===== config.mk =====
export PLATFORM = sky130hd
export DESIGN_NAME = am3_addr_unit
export DESIGN_NICKNAME = d
export VERILOG_FILES = /design/src/rtl/am3_addr_unit.sv
export SDC_FILE = /design/constraint.sdc
export NUM_CORES = 1
export LEC_CHECK = 0
export BUFFER_PORTS_ARGS = -buffer_cell sky130_fd_sc_hd__buf_2
export CAP_MARGIN = 20
export CORE_AREA = 2 2 164 166
export CTS_CLUSTER_DIAMETER = 40
export DETAILED_ROUTE_END_ITERATION = 8
export DIE_AREA = 0 0 166 168
export PLACE_DENSITY_LB_ADDON = 0.3
export SKIP_LAST_GASP = 1
export SYNTH_ARGS = -nofsm -noshare
export SYNTH_HDL_FRONTEND = slang
export SYNTH_SLANG_ARGS = --single-unit

===== constraint.sdc =====
create_clock -name clk -period 0.8 [get_ports clk]
set_clock_uncertainty 0.1 [all_clocks]
set_input_delay 0.16 -clock clk [delete_from_list [all_inputs] [get_ports clk]]
set_output_delay 0.16 -clock clk [all_outputs]
set_load 0.01 [all_outputs]

===== src/rtl/am3_addr_unit.sv =====
module am3_addr_unit #(
  parameter int ADDR_W = 32,
  parameter int DATA_W = 32,
  parameter int RIDX_W = 4,
  parameter int IMM_W  = 8
) (
  input  logic                  clk,
  input  logic                  rst_n,
  input  logic                  in_valid,
  input  logic [3:0]            op,
  input  logic                  idx_pre,
  input  logic                  ofs_add,
  input  logic                  ofs_imm,
  input  logic                  base_upd,
  input  logic                  dir_load,
  input  logic [ADDR_W-1:0]     base_val,
  input  logic [ADDR_W-1:0]     offs_val,
  input  logic [IMM_W/2-1:0]    imm_hi,
  input  logic [IMM_W/2-1:0]    imm_lo,
  input  logic [RIDX_W-1:0]     rd_idx,
  input  logic [DATA_W-1:0]     src_lo,
  input  logic [DATA_W-1:0]     src_hi,
  input  logic [2*DATA_W-1:0]   ld_data,
  output logic                  out_valid,
  output logic [ADDR_W-1:0]     ea,
  output logic                  wb_en,
  output logic [ADDR_W-1:0]     wb_val,
  output logic                  undef,
  output logic [1:0]            xfer_size,
  output logic                  xfer_signed,
  output logic                  xfer_load,
  output logic                  xfer_pair,
  output logic [RIDX_W-1:0]     reg_lo,
  output logic [RIDX_W-1:0]     reg_hi,
  output logic [DATA_W-1:0]     ld_lo,
  output logic [DATA_W-1:0]     ld_hi,
  output logic [2*DATA_W-1:0]   st_data
);
  localparam logic [3:0] OP_HALF = 4'hB;
  localparam logic [3:0] OP_DLSB = 4'hD;
  localparam logic [3:0] OP_DSSH = 4'hF;
  localparam int PAIR_W = 2 * DATA_W;
  localparam logic [1:0] SZ_BYTE = 2'd0;
  localparam logic [1:0] SZ_HALF = 2'd1;
  localparam logic [1:0] SZ_DWRD = 2'd3;

  logic [ADDR_W-1:0] ofs, delta;
  logic              op_ok, illegal;

  assign ofs     = ofs_imm ? {{(ADDR_W-IMM_W){1'b0}}, imm_hi, imm_lo} : offs_val;
  assign delta   = ofs_add ? base_val + ofs : base_val - ofs;
  assign op_ok   = (op == OP_HALF) || (op == OP_DLSB) || (op == OP_DSSH);
  assign illegal = !op_ok || (!idx_pre && base_upd);

  logic [1:0]        n_size;
  logic              n_sgn, n_ld, n_pair;
  logic [RIDX_W-1:0] n_rlo, n_rhi;
  logic [DATA_W-1:0] n_llo, n_lhi;
  logic [PAIR_W-1:0] n_st;
  logic [RIDX_W-1:0] even_idx;

  assign even_idx = {rd_idx[RIDX_W-1:1], 1'b0};

  always_comb begin
    n_size = SZ_BYTE;
    n_sgn  = 1'b0;
    n_ld   = 1'b0;
    n_pair = 1'b0;
    n_rlo  = '0;
    n_rhi  = '0;
    n_llo  = '0;
    n_lhi  = '0;
    n_st   = '0;
    if (!illegal) begin
      n_rlo = rd_idx;
      unique case (op)
        OP_HALF: begin
          n_size = SZ_HALF;
          n_ld   = dir_load;
          if (dir_load) n_llo = {{(DATA_W-16){1'b0}}, ld_data[15:0]};
          else          n_st  = {{(PAIR_W-16){1'b0}}, src_lo[15:0]};
        end
        OP_DLSB: begin
          n_ld = 1'b1;
          if (dir_load) begin
            n_size = SZ_BYTE;
            n_sgn  = 1'b1;
            n_llo  = {{(DATA_W-8){ld_data[7]}}, ld_data[7:0]};
          end else begin
            n_size = SZ_DWRD;
            n_pair = 1'b1;
            n_rlo  = even_idx;
            n_rhi  = even_idx + 1'b1;
            n_llo  = ld_data[DATA_W-1:0];
            n_lhi  = ld_data[PAIR_W-1:DATA_W];
          end
        end
        default: begin
          if (dir_load) begin
            n_size = SZ_HALF;
            n_sgn  = 1'b1;
            n_ld   = 1'b1;
            n_llo  = {{(DATA_W-16){ld_data[15]}}, ld_data[15:0]};
          end else begin
            n_size = SZ_DWRD;
            n_pair = 1'b1;
            n_rlo  = even_idx;
            n_rhi  = even_idx + 1'b1;
            n_st   = {src_hi, src_lo};
          end
        end
      endcase
    end
  end

  always_ff @(posedge clk or negedge rst_n) begin
    if (!rst_n) begin
      out_valid   <= 1'b0;
      ea          <= '0;
      wb_en       <= 1'b0;
      wb_val      <= '0;
      undef       <= 1'b0;
      xfer_size   <= '0;
      xfer_signed <= 1'b0;
      xfer_load   <= 1'b0;
      xfer_pair   <= 1'b0;
      reg_lo      <= '0;
      reg_hi      <= '0;
      ld_lo       <= '0;
      ld_hi       <= '0;
      st_data     <= '0;
    end else begin
      out_valid <= in_valid;
      if (in_valid) begin
        ea          <= idx_pre ? delta : base_val;
        wb_en       <= !illegal && (!idx_pre || base_upd);
        wb_val      <= delta;
        undef       <= illegal;
        xfer_size   <= n_size;
        xfer_signed <= n_sgn;
        xfer_load   <= n_ld;
        xfer_pair   <= n_pair;
        reg_lo      <= n_rlo;
        reg_hi      <= n_rhi;
        ld_lo       <= n_llo;
        ld_hi       <= n_lhi;
        st_data     <= n_st;
      end
    end
  end

  p_valid_follows_r9: assert property (@(posedge clk) disable iff (!rst_n)
    out_valid == $past(in_valid));

  p_hold_idle_r9: assert property (@(posedge clk) disable iff (!rst_n)
    !in_valid |=> $stable(ea) && $stable(wb_en) && $stable(undef));

  p_post_ea_base_r2: assert property (@(posedge clk) disable iff (!rst_n)
    in_valid && !idx_pre && !base_upd |=> ea == $past(base_val));

  p_pre_no_update_r3: assert property (@(posedge clk) disable iff (!rst_n)
    in_valid && idx_pre && !base_upd |=> !wb_en);

  p_illegal_flag_r4: assert property (@(posedge clk) disable iff (!rst_n)
    in_valid && !idx_pre && base_upd |=> undef && !wb_en);

  p_undef_quiet_r4: assert property (@(posedge clk) disable iff (!rst_n)
    out_valid && undef |-> !wb_en && !xfer_load && !xfer_pair && st_data == '0);

  p_pair_regs_r8: assert property (@(posedge clk) disable iff (!rst_n)
    out_valid && xfer_pair |-> !reg_lo[0] && reg_hi == reg_lo + 1'b1);
endmodule


==> results.py, run 1 <==
metrics = {
    "status": {
        "status": "finished with violations",
        "violations": "hold timing, setup timing",
    },
    "critical_path": {
        "end_kind": "flop",
        "arrival_ns": 3.72,
        "cp-endpoint": "wb_val[27]",
        "crit_top_cell": "buf_4",
        "start_kind": "input port",
        "r2r_setup_slack_ns": -0.40,
        "critPathMaxStageDelay_ns": 0.39,
        "crit_start": "offs_val[0]",
        "r2r_end": "ld_lo[9]",
        "reg2reg_from": "ld_lo[9]",
        "crit_slowest_cell": "or3_4",
        "critPathMaxFanout": 4,
        "worstPathRequired_ns": 1.10,
        "worst-setup-path-type": "input port to flop",
        "crit_chain": "buf_6 -> buf_4 -> buf_6 -> mux2i_4 -> ha_4 -> nand2_4 -> nor3_4 -> buf_4 -> nor2_1 -> xnor2_1 -> ha_1 -> buf_4 -> nor2_1 -> o31ai_4 -> and2_4 -> o311a_4 -> or3_4 -> a21o_1 -> xor2_1 -> mux2_2",
        "worstRegToRegCells": 2,
    },
    "yosys": {
        "syn_area_um2": 10900,
        "yosysWarnings": 0,
        "syn_avg_cell_area_um2": 10.4,
        "synth-main-ff-cell": "dfrtp_1",
        "ys_seq_area_share_pct": 47.6,
        "postSynth.asyncResetShare_pct": 100,
        "netlist_instances": 1050,
        "syn_nets": 1306,
        "synth-edff-count": 0,
        "synth.distinct_cells": 65,
        "synth_seq_cells": 207,
    },
    "drt": {
        "drc_errors": 0,
        "wl_per_cell_um": 26.4,
        "wl_um": 64600,
        "vias": 14800,
        "viasPerCell": 6.05,
        "first_pass_iters": 6,
        "drt_iter0_markers": 1725,
        "drtAntennaViolNets": 0,
    },
    "power": {
        "p_leak_uw": 0.0114,
        "p_per_area_nw_per_um2": 2000,
        "total_power_uw": 45500,
        "vdd_ir_drop_max_v": 0.00180,
    },
    "layout": {
        "area_growth_pct": 110,
        "drive_gt1_share_pct": 59.1,
        "final_nets": 2324,
    },
    "clocking": {
        "cts_tree": "yes",
        "cts.sinks": 207,
        "cts_htree_levels": 2,
        "insertion_delay_ns": 0.51,
        "clockRootBuffer": "clkbuf_16",
        "cts_max_path_buffers": 3,
        "cts_buffers": 37,
        "clk_pin_slew_worst_paths_ns": 0.06,
        "holdBufCountCts": 132,
    },
    "timing": {
        "setup_ws_ns": -2.62,
        "hold_viol": 9,
        "tightest_slew_ns": 0.431,
        "slew_violations": 0,
        "setup_viol": 413,
        "fin_tns_setup_ns": -281.43,
        "relSlewSlack_pct": 71.2,
        "finalCritPeriodShare_pct": 427,
        "hold_ws_ns": -0.0753,
        "rsz0062_at_grt": "true",
        "min_period_ns": 3.42,
        "fmax_ghz": 0.292,
    },
    "hold_path": {
        "hold_path.class": "input port to flop",
        "worstHoldStart": "ld_data[7]",
    },
    "grt": {
        "grt_pass1_vias": 13500,
        "overflow": 0,
        "grtUsageTotal_pct": 33.3,
        "grt_pass1_wl_um": 74200,
        "grt_max_degree": 46,
        "grt_antenna_before_repair": 7,
    },
    "die": {
        "die_area_um2": 27900,
        "die_x_um": 166,
        "io_pins": 424,
        "start_util_pct": 41.3,
        "die_y_um": 168,
        "rows": 60,
        "coreArea_um2": 26400,
    },
    "placement": {
        "gp_congestion": 0.948,
        "place_hpwl_um": 29300,
        "port_buffers": 423,
    },
    "flow_run": {
        "max-cap-violations": 0,
    },
}
-- per-stage QoR --
step           instance area, um2  hold WS, ns  instances  util, %  worst slack [ns]
2_1_floorplan               11500       -0.236       1050        -             -3.02
3_3_place_gp                15800      -0.0421       2012     59.9             -3.16
3_5_place_dp                15800      -0.0408       2012     59.9             -3.32
4_1_cts                     20500       -0.125       2321     77.9             -2.45
5_1_grt                     22800      -0.0892       2442     86.5             -2.72
6_report                    22800      -0.0753       2444     86.5             -2.62
-- flip-flops by register name, summed over array words and instances, names as in the netlist --
| signal | flops |
|---|---|
| ld_hi | 32 |
| xfer_load | 1 |
| out_valid | 1 |
| ld_lo | 32 |
| wb_val | 32 |
| undef | 1 |
| reg_hi | 4 |
| wb_en | 1 |
| st_data | 64 |
| xfer_signed | 1 |
| ea | 32 |
| xfer_size | 2 |
| reg_lo | 4 |
-- cell type report --
cell class | instances | area (um2)
clock inverter | 23 | 324
multi-input combinational | 754 | 7090
tap | 341 | 427
clock buffer | 45 | 1020
sequential | 207 | 5180
inverter | 21 | 81.3
timing repair buffer | 1047 | 8660
antenna | 6 | 15.0
fill | 1132 | 3550
-- timing repair --
item,CTS,global route
setup buffers,110,129
pin swaps,96,145
endpoints found under the hold margin,364,19
gates cloned,3,12
gates resized for setup,256,243
endpoints found under the setup margin,410,417
-- power by group --
group          total [uW]  switching [uW]  internal (uW)
Combinational       15800            7410           8420
Clock               17300            6400          10900
Sequential          12400             829          11500
Total               45500           14600          30900
-- per-layer routing --
metal	vias up	wire, um	share of wire [%]	track usage [%]
met1	7053	21000	33	37.3
met3	476	6440	10	6.77
li1	5995	-	-	-
met4	0	6760	10	21.4
met2	1267	30300	47	58.2
met5	-	0	0	0
-- worst min path at each step --
stage,to,slack (ns),cells after the start
finish,ld_lo[7],-0.08,3
global route,ld_lo[7],-0.09,3
CTS,ld_lo[7],-0.12,3
detailed placement,st_data[59],-0.04,1
global placement,st_data[59],-0.04,1
floorplan,ea[0],-0.24,0
-- placed cells by master (no fill, tap or decap), types with 19 or more instances in the layout --
| cell type | instances |
|---|---|
| buf_4 | 386 |
| mux2i_1 | 33 |
| buf_6 | 176 |
| buf_12 | 23 |
| nor2_1 | 65 |
| dlygate4sd3_1 | 132 |
| ha_1 | 26 |
| a21oi_1 | 52 |
| a21o_1 | 19 |
| nand2_1 | 46 |
| clkbuf_16 | 47 |
| a22o_1 | 117 |
| dfrtp_1 | 206 |
| a21oi_2 | 42 |
| buf_2 | 309 |
-- logic make-up (layout without fill, tap and decap cells) --
| group | after synthesis | in the layout | share of synthesized area [%] |
|---|---|---|---|
| other | 0 | 6 | 0 |
| buffers and inverters | 90 | 1136 | 3.17 |
| adder cells (fa/ha/maj) | 40 | 40 | 4.67 |
| XOR/XNOR | 45 | 45 | 3.75 |
| AND/OR/NAND/NOR | 235 | 236 | 10.2 |
| AO/OA/AOI/OAI | 366 | 366 | 24.1 |
| multiplexers | 67 | 67 | 6.48 |
| flip-flops | 207 | 207 | 47.6 |
-- synth_stat cells, types with 8 or more instances --
cell type | number | area, um2
xor2_1 | 13 | 114
o21ai_0 | 35 | 175
inv_1 | 21 | 78.8
a21o_1 | 20 | 150
nor2_1 | 83 | 312
a21oi_1 | 103 | 515
ha_1 | 39 | 488
xnor2_1 | 31 | 272
mux2_2 | 27 | 304
o2bb2ai_1 | 18 | 158
nand3b_1 | 10 | 75.1
clkbuf_1 | 61 | 229
nand3_1 | 16 | 80.1
a31oi_1 | 10 | 62.6
mux2i_1 | 40 | 400
nor4_1 | 8 | 50.1
dfrtp_1 | 207 | 5180
nand2_1 | 56 | 210
a22o_1 | 120 | 1050
nor3_1 | 23 | 115
-- critical path: cells and delay by family --
family | cells | cell delay, ns
multiplexers | 2 | 0.45
buffers and inverters | 5 | 0.63
AO/OA/AOI/OAI | 3 | 0.45
XOR/XNOR | 2 | 0.47
AND/OR/NAND/NOR | 6 | 1.00
adder cells (fa/ha/maj) | 2 | 0.56
Note: power is estimated with default switching activity, not from simulation.
==> run 2: changes to the inputs <==
--- a/config.mk
+++ b/config.mk
@@ -11,7 +11,7 @@
 export CTS_CLUSTER_DIAMETER = 40
 export DETAILED_ROUTE_END_ITERATION = 8
 export DIE_AREA = 0 0 166 168
-export PLACE_DENSITY_LB_ADDON = 0.3
+export PLACE_DENSITY = 0.7
 export SKIP_LAST_GASP = 1
 export SYNTH_ARGS = -nofsm -noshare
 export SYNTH_HDL_FRONTEND = slang
==> results.py, run 2 (synthesized netlist as in run 1, its figures left out) <==
metrics = {
    "status": {
        "status": "finished with violations",
        "violations": "hold timing, setup timing",
    },
    "layout": {
        "final_nets": 2266,
        "layout_commonest_cell": "buf_4",
        "fin_util_pct": 83.4,
        "mostFrequentLayoutCells": "buf_4 (349), buf_2 (321), dfrtp_1 (207), buf_6 (142), dlygate4sd3_1 (140)",
        "drive_gt1_share_pct": 56.5,
        "largest_register_ffs": 64,
        "area_growth_pct": 102,
        "largest-register": "st_data",
    },
    "die": {
        "coreArea_um2": 26400,
        "rows": 60,
        "die_x_um": 166,
        "die_area_um2": 27900,
        "die_y_um": 168,
        "io_pins": 424,
        "start_util_pct": 41.3,
    },
    "critical_path": {
        "end_kind": "flop",
        "crit_slowest_cell": "or4_4",
        "crit_chain": "buf_6 -> or4_4 -> o21a_4 -> nor3_4 -> a21boi_2 -> buf_4 -> nor2_4 -> xnor2_2 -> ha_4 -> a21o_1 -> a21o_1 -> a221oi_2 -> a21oi_2 -> o41ai_2 -> xor2_1 -> o221ai_1",
        "worstPathRequired_ns": 1.06,
        "start_kind": "input port",
        "cp.buffers_inverters": 2,
        "crit_family": "compound AO/OA/AOI/OAI gates",
        "critPathMaxFanout": 3,
        "worst-setup-path-type": "input port to flop",
        "arrival_ns": 3.73,
        "critPathMaxStageDelay_ns": 0.54,
        "crit_top_cell": "a21o_1",
    },
    "timing": {
        "fin_tns_setup_ns": -266.04,
        "hold_viol": 6,
        "finalCritPeriodShare_pct": 433,
        "setup_viol": 411,
        "hold_ws_ns": -0.0767,
        "setup_ws_ns": -2.67,
        "tightest_slew_ns": 0.505,
        "min_period_ns": 3.47,
        "rsz0062_at_grt": "true",
        "slew_violations": 0,
        "relSlewSlack_pct": 66.3,
        "fmax_ghz": 0.288,
    },
    "grt": {
        "grt_pass1_vias": 12600,
        "overflow": 0,
        "grtUsageTotal_pct": 30.1,
        "grt_max_degree": 49,
        "grt_pass1_wl_um": 67700,
        "grt_antenna_before_repair": 6,
    },
    "clocking": {
        "cts_tree": "yes",
        "cts_max_path_buffers": 3,
        "insertion_delay_ns": 0.50,
        "clk_pin_slew_worst_paths_ns": 0.05,
        "cts_htree_levels": 2,
        "cts.sinks": 207,
        "holdBufCountCts": 141,
        "clockRootBuffer": "clkbuf_16",
        "cts_buffers": 36,
    },
    "drt": {
        "drc_errors": 0,
        "drt_iter0_markers": 1296,
        "wl_um": 57800,
        "vias": 13900,
        "drtAntennaViolNets": 0,
        "first_pass_iters": 5,
        "viasPerCell": 5.83,
        "wl_per_cell_um": 24.2,
    },
    "power": {
        "p_leak_uw": 0.0109,
        "p_per_area_nw_per_um2": 1950,
        "vdd_ir_drop_max_v": 0.00198,
        "total_power_uw": 42900,
    },
    "placement": {
        "gp_congestion": 0.915,
        "port_buffers": 423,
        "place_hpwl_um": 29400,
    },
    "flow_run": {
        "max-cap-violations": 0,
    },
    "hold_path": {
        "hold_path.class": "input port to flop",
    },
}
[run 2: cell count changes in the layout (fill, tap and decap cells not counted), sizes merged]
| cell | previous run | this run |
|---|---|---|
| buf | 905 | 840 |
| clkbuf | 55 | 51 |
| clkinv | 8 | 7 |
| clkinvlp | 1 | 3 |
| diode | 6 | 9 |
| dlygate4sd3 | 132 | 140 |
| inv | 30 | 29 |
[run 2: layout make-up]
cell class / count / area [um2]
tap: 341 / 427
clock buffer: 41 / 982
multi-input combinational: 754 / 6990
clock inverter: 23 / 308
inverter: 21 / 83.8
timing repair buffer: 990 / 7990
fill: 1299 / 4360
antenna: 9 / 22.5
sequential: 207 / 5180
[run 2: power by group]
group	switching, uW	internal, uW	total, uW
registers	768	11500	12300
clock network	6080	10600	16700
logic	6540	7350	13900
[run 2: per-stage QoR]
stage | worst slack [ns] | instances | cell area, um2 | hold slack [ns]
2_1_floorplan | -3.02 | 1050 | 11500 | -0.236
3_5_place_dp | -3.25 | 2007 | 15700 | -0.00981
4_1_cts | -2.53 | 2232 | 19100 | -0.0544
5_1_grt | -2.78 | 2383 | 22000 | -0.0458
3_3_place_gp | -3.17 | 2007 | 15700 | -0.0133
6_report | -2.67 | 2386 | 22000 | -0.0767
[run 2: tightest hold or removal path, delay by kind of cell]
family	cells	cell delay [ns]
buf+inv	1	0.12
mux	1	0.07
compound gates	1	0.13
[run 2: repair_timing]
item                                   in CTS  in global routing
setup endpoints to repair                 412                413
buffers inserted                           21                138
resized for setup                          98                324
pin swaps                                  77                139
endpoints found under the hold margin     367                  8
gates cloned                                0                 14
[run 2: layer usage]
metal	track usage [%]	wire, um	vias to the layer above
li1	-	-	5872
met5	0	0	-
met1	35.2	19800	6671
met3	5.48	4740	360
met2	53.5	28000	1010
met4	14.8	5260	0
[run 2: path summary, 6_finish.rpt]
| check | start | to | slack, ns | cells past startpoint |
|---|---|---|---|---|
| hold / removal | base_val[0] | ea[0] | -0.08 | 3 |
| setup reg to reg | ea[19] | ea[19] | -0.37 | 4 |
| max in group asynchronous | rst_n | reg_hi[0] | 0.04 | 3 |
| min in group asynchronous | rst_n | st_data[56] | 0.03 | 2 |
| hold reg to reg | ea[25] | ea[25] | 0.40 | 1 |
| setup / recovery | offs_val[0] | ea[28] | -2.67 | 16 |
==> run 3: changes to the inputs <==
--- a/config.mk
+++ b/config.mk
@@ -7,12 +7,14 @@
 export LEC_CHECK = 0
 export BUFFER_PORTS_ARGS = -buffer_cell sky130_fd_sc_hd__buf_2
 export CAP_MARGIN = 20
-export CORE_AREA = 2 2 164 166
+export CELL_PAD_IN_SITES_DETAIL_PLACEMENT = 1
+export CELL_PAD_IN_SITES_GLOBAL_PLACEMENT = 1
+export CORE_UTILIZATION = 33
 export CTS_CLUSTER_DIAMETER = 40
 export DETAILED_ROUTE_END_ITERATION = 8
-export DIE_AREA = 0 0 166 168
-export PLACE_DENSITY = 0.7
+export PLACE_DENSITY = 0.73
 export SKIP_LAST_GASP = 1
+export SLEW_MARGIN = 5
 export SYNTH_ARGS = -nofsm -noshare
 export SYNTH_HDL_FRONTEND = slang
 export SYNTH_SLANG_ARGS = --single-unit
==> results.py, run 3 (synthesized netlist as in run 1, its figures left out) <==
metrics = {
    "layout": {
        "drive_gt1_share_pct": 57.6,
        "largest-register": "st_data",
        "largest_register_ffs": 64,
        "mostFrequentLayoutCells": "buf_4 (389), buf_2 (297), dfrtp_1 (207), buf_6 (168), dlygate4sd3_1 (128)",
        "final_nets": 2293,
        "finalNonFillerCells": 2513,
        "fin_util_pct": 68.6,
        "area_growth_pct": 105,
        "layout_commonest_cell": "buf_4",
    },
    "drt": {
        "viasPerCell": 5.79,
        "drc_errors": 0,
        "vias": 14500,
        "first_pass_iters": 5,
        "wl_um": 74100,
        "drt_iter0_markers": 1117,
        "wl_per_cell_um": 29.5,
        "drtAntennaViolNets": 0,
    },
    "timing": {
        "finalCritPeriodShare_pct": 459,
        "hold_viol": 7,
        "fmax_ghz": 0.273,
        "slew_violations": 0,
        "hold_ws_ns": -0.0810,
        "rsz0062_at_grt": "true",
        "min_period_ns": 3.67,
        "setup_ws_ns": -2.87,
        "relSlewSlack_pct": 68.2,
        "tightest_slew_ns": 0.465,
        "setup_viol": 414,
    },
    "critical_path": {
        "worstPathRequired_ns": 1.08,
        "critPathMaxFanout": 5,
        "worst-setup-path-type": "input port to flop",
        "start_kind": "input port",
        "end_kind": "flop",
        "arrival_ns": 3.95,
        "reg2reg_from": "st_data[7]",
        "crit_start": "offs_val[0]",
    },
    "die": {
        "die_area_um2": 33700,
        "coreArea_um2": 32500,
        "io_pins": 424,
        "start_util_pct": 33.5,
        "rows": 66,
        "die_y_um": 184,
        "die_x_um": 184,
    },
    "hold_path": {
        "worstHoldStart": "base_upd",
        "hold_path.class": "input port to flop",
    },
    "clocking": {
        "cts_max_path_buffers": 3,
        "insertion_delay_ns": 0.51,
        "cts.sinks": 207,
        "cts_buffers": 34,
        "cts_tree": "yes",
        "clk_pin_slew_worst_paths_ns": 0.06,
        "cts_htree_levels": 2,
        "clockRootBuffer": "clkbuf_16",
        "holdBufCountCts": 128,
    },
    "grt": {
        "grt_antenna_before_repair": 9,
        "overflow": 0,
        "grtUsageTotal_pct": 29.5,
        "grt_pass1_wl_um": 76800,
        "grt_max_degree": 49,
        "grt_pass1_vias": 13600,
    },
    "status": {
        "status": "finished with violations",
        "violations": "hold timing, setup timing",
    },
    "power": {
        "vdd_ir_drop_max_v": 0.00150,
        "total_power_uw": 43100,
        "p_leak_uw": 0.0111,
        "p_per_area_nw_per_um2": 1940,
    },
    "flow_run": {
        "max-cap-violations": 0,
    },
    "placement": {
        "gp_congestion": 0.888,
        "port_buffers": 423,
        "place_hpwl_um": 34600,
        "dpl.cell_count": 2135,
    },
}
## run 3: power by group
group / internal, uW / total (uW) / switching, uW / leakage [uW]
clock: 8760 / 15000 / 6240 / 0.000537
combinational: 8040 / 15700 / 7630 / 0.00780
sequential: 11500 / 12500 / 937 / 0.00272
## run 3: metal layers
| metal | routed length [um] | global-route usage (%) |
|---|---|---|
| met4 | 6790 | 14.1 |
| met2 | 36600 | 54.3 |
| met1 | 25500 | 32.6 |
| met5 | 42 | 0 |
| met3 | 5130 | 5.07 |
## run 3: per-stage QoR
stage                     cell area (um2)  hold WS [ns]  setup WS [ns]  TNS (ns)
after CTS                           18900        -0.126          -2.62   -264.79
final                               22300       -0.0810          -2.87   -291.10
after detailed placement            16100       -0.0415          -3.48   -280.02
after floorplan                     11500        -0.236          -3.02   -214.02
after global placement              16100       -0.0379          -3.24   -269.98
after global routing                22300       -0.0567          -3.02   -303.83
## run 3: repair_timing
item                                    4_1_cts  5_1_grt
buffers inserted                             16      158
endpoints found under the setup margin      414      414
resized for setup                            64      419
pin swaps                                    46      139
hold endpoints to repair                    357       10
gates cloned                                  0       14
## run 3: worst paths after layout
check                           slack, ns         end  depth (start not counted)
worst max-delay path                -2.87      ea[28]                         18
worst min-delay path                -0.08       wb_en                          4
worst max register to register      -0.35  st_data[7]                          2
worst min register to register       0.40    ld_hi[0]                          1
max in group asynchronous            0.11   wb_val[0]                          3
min in group asynchronous            0.02    ld_lo[8]                          2
## run 3: area by class of cell
| class | count | area, um2 |
|---|---|---|
| Fill cell | 3396 | 10200 |
| Multi-Input combinational cell | 754 | 6980 |
| Tap cell | 442 | 553 |
| Sequential cell | 207 | 5180 |
| Inverter | 21 | 81.3 |
| Antenna cell | 8 | 20.0 |
| Clock buffer | 38 | 876 |
| Timing Repair Buffer | 1019 | 8330 |
| Clock inverter | 24 | 241 |
## run 3: critical path, stage by stage
cell and delay [ns]:
buf_6 0.09, or4_4 0.53, o21a_1 0.22, nor3_2 0.21, buf_4 0.19, o21ai_4 0.09, o21ai_2 0.09, a31oi_1 0.08
ha_2 0.34, a21oi_2 0.22, nand3b_1 0.19, o211ai_1 0.19, o21ai_2 0.30, a21oi_2 0.12, o41ai_2 0.44, xor2_1 0.21
buf_4 0.17, o221ai_1 0.11
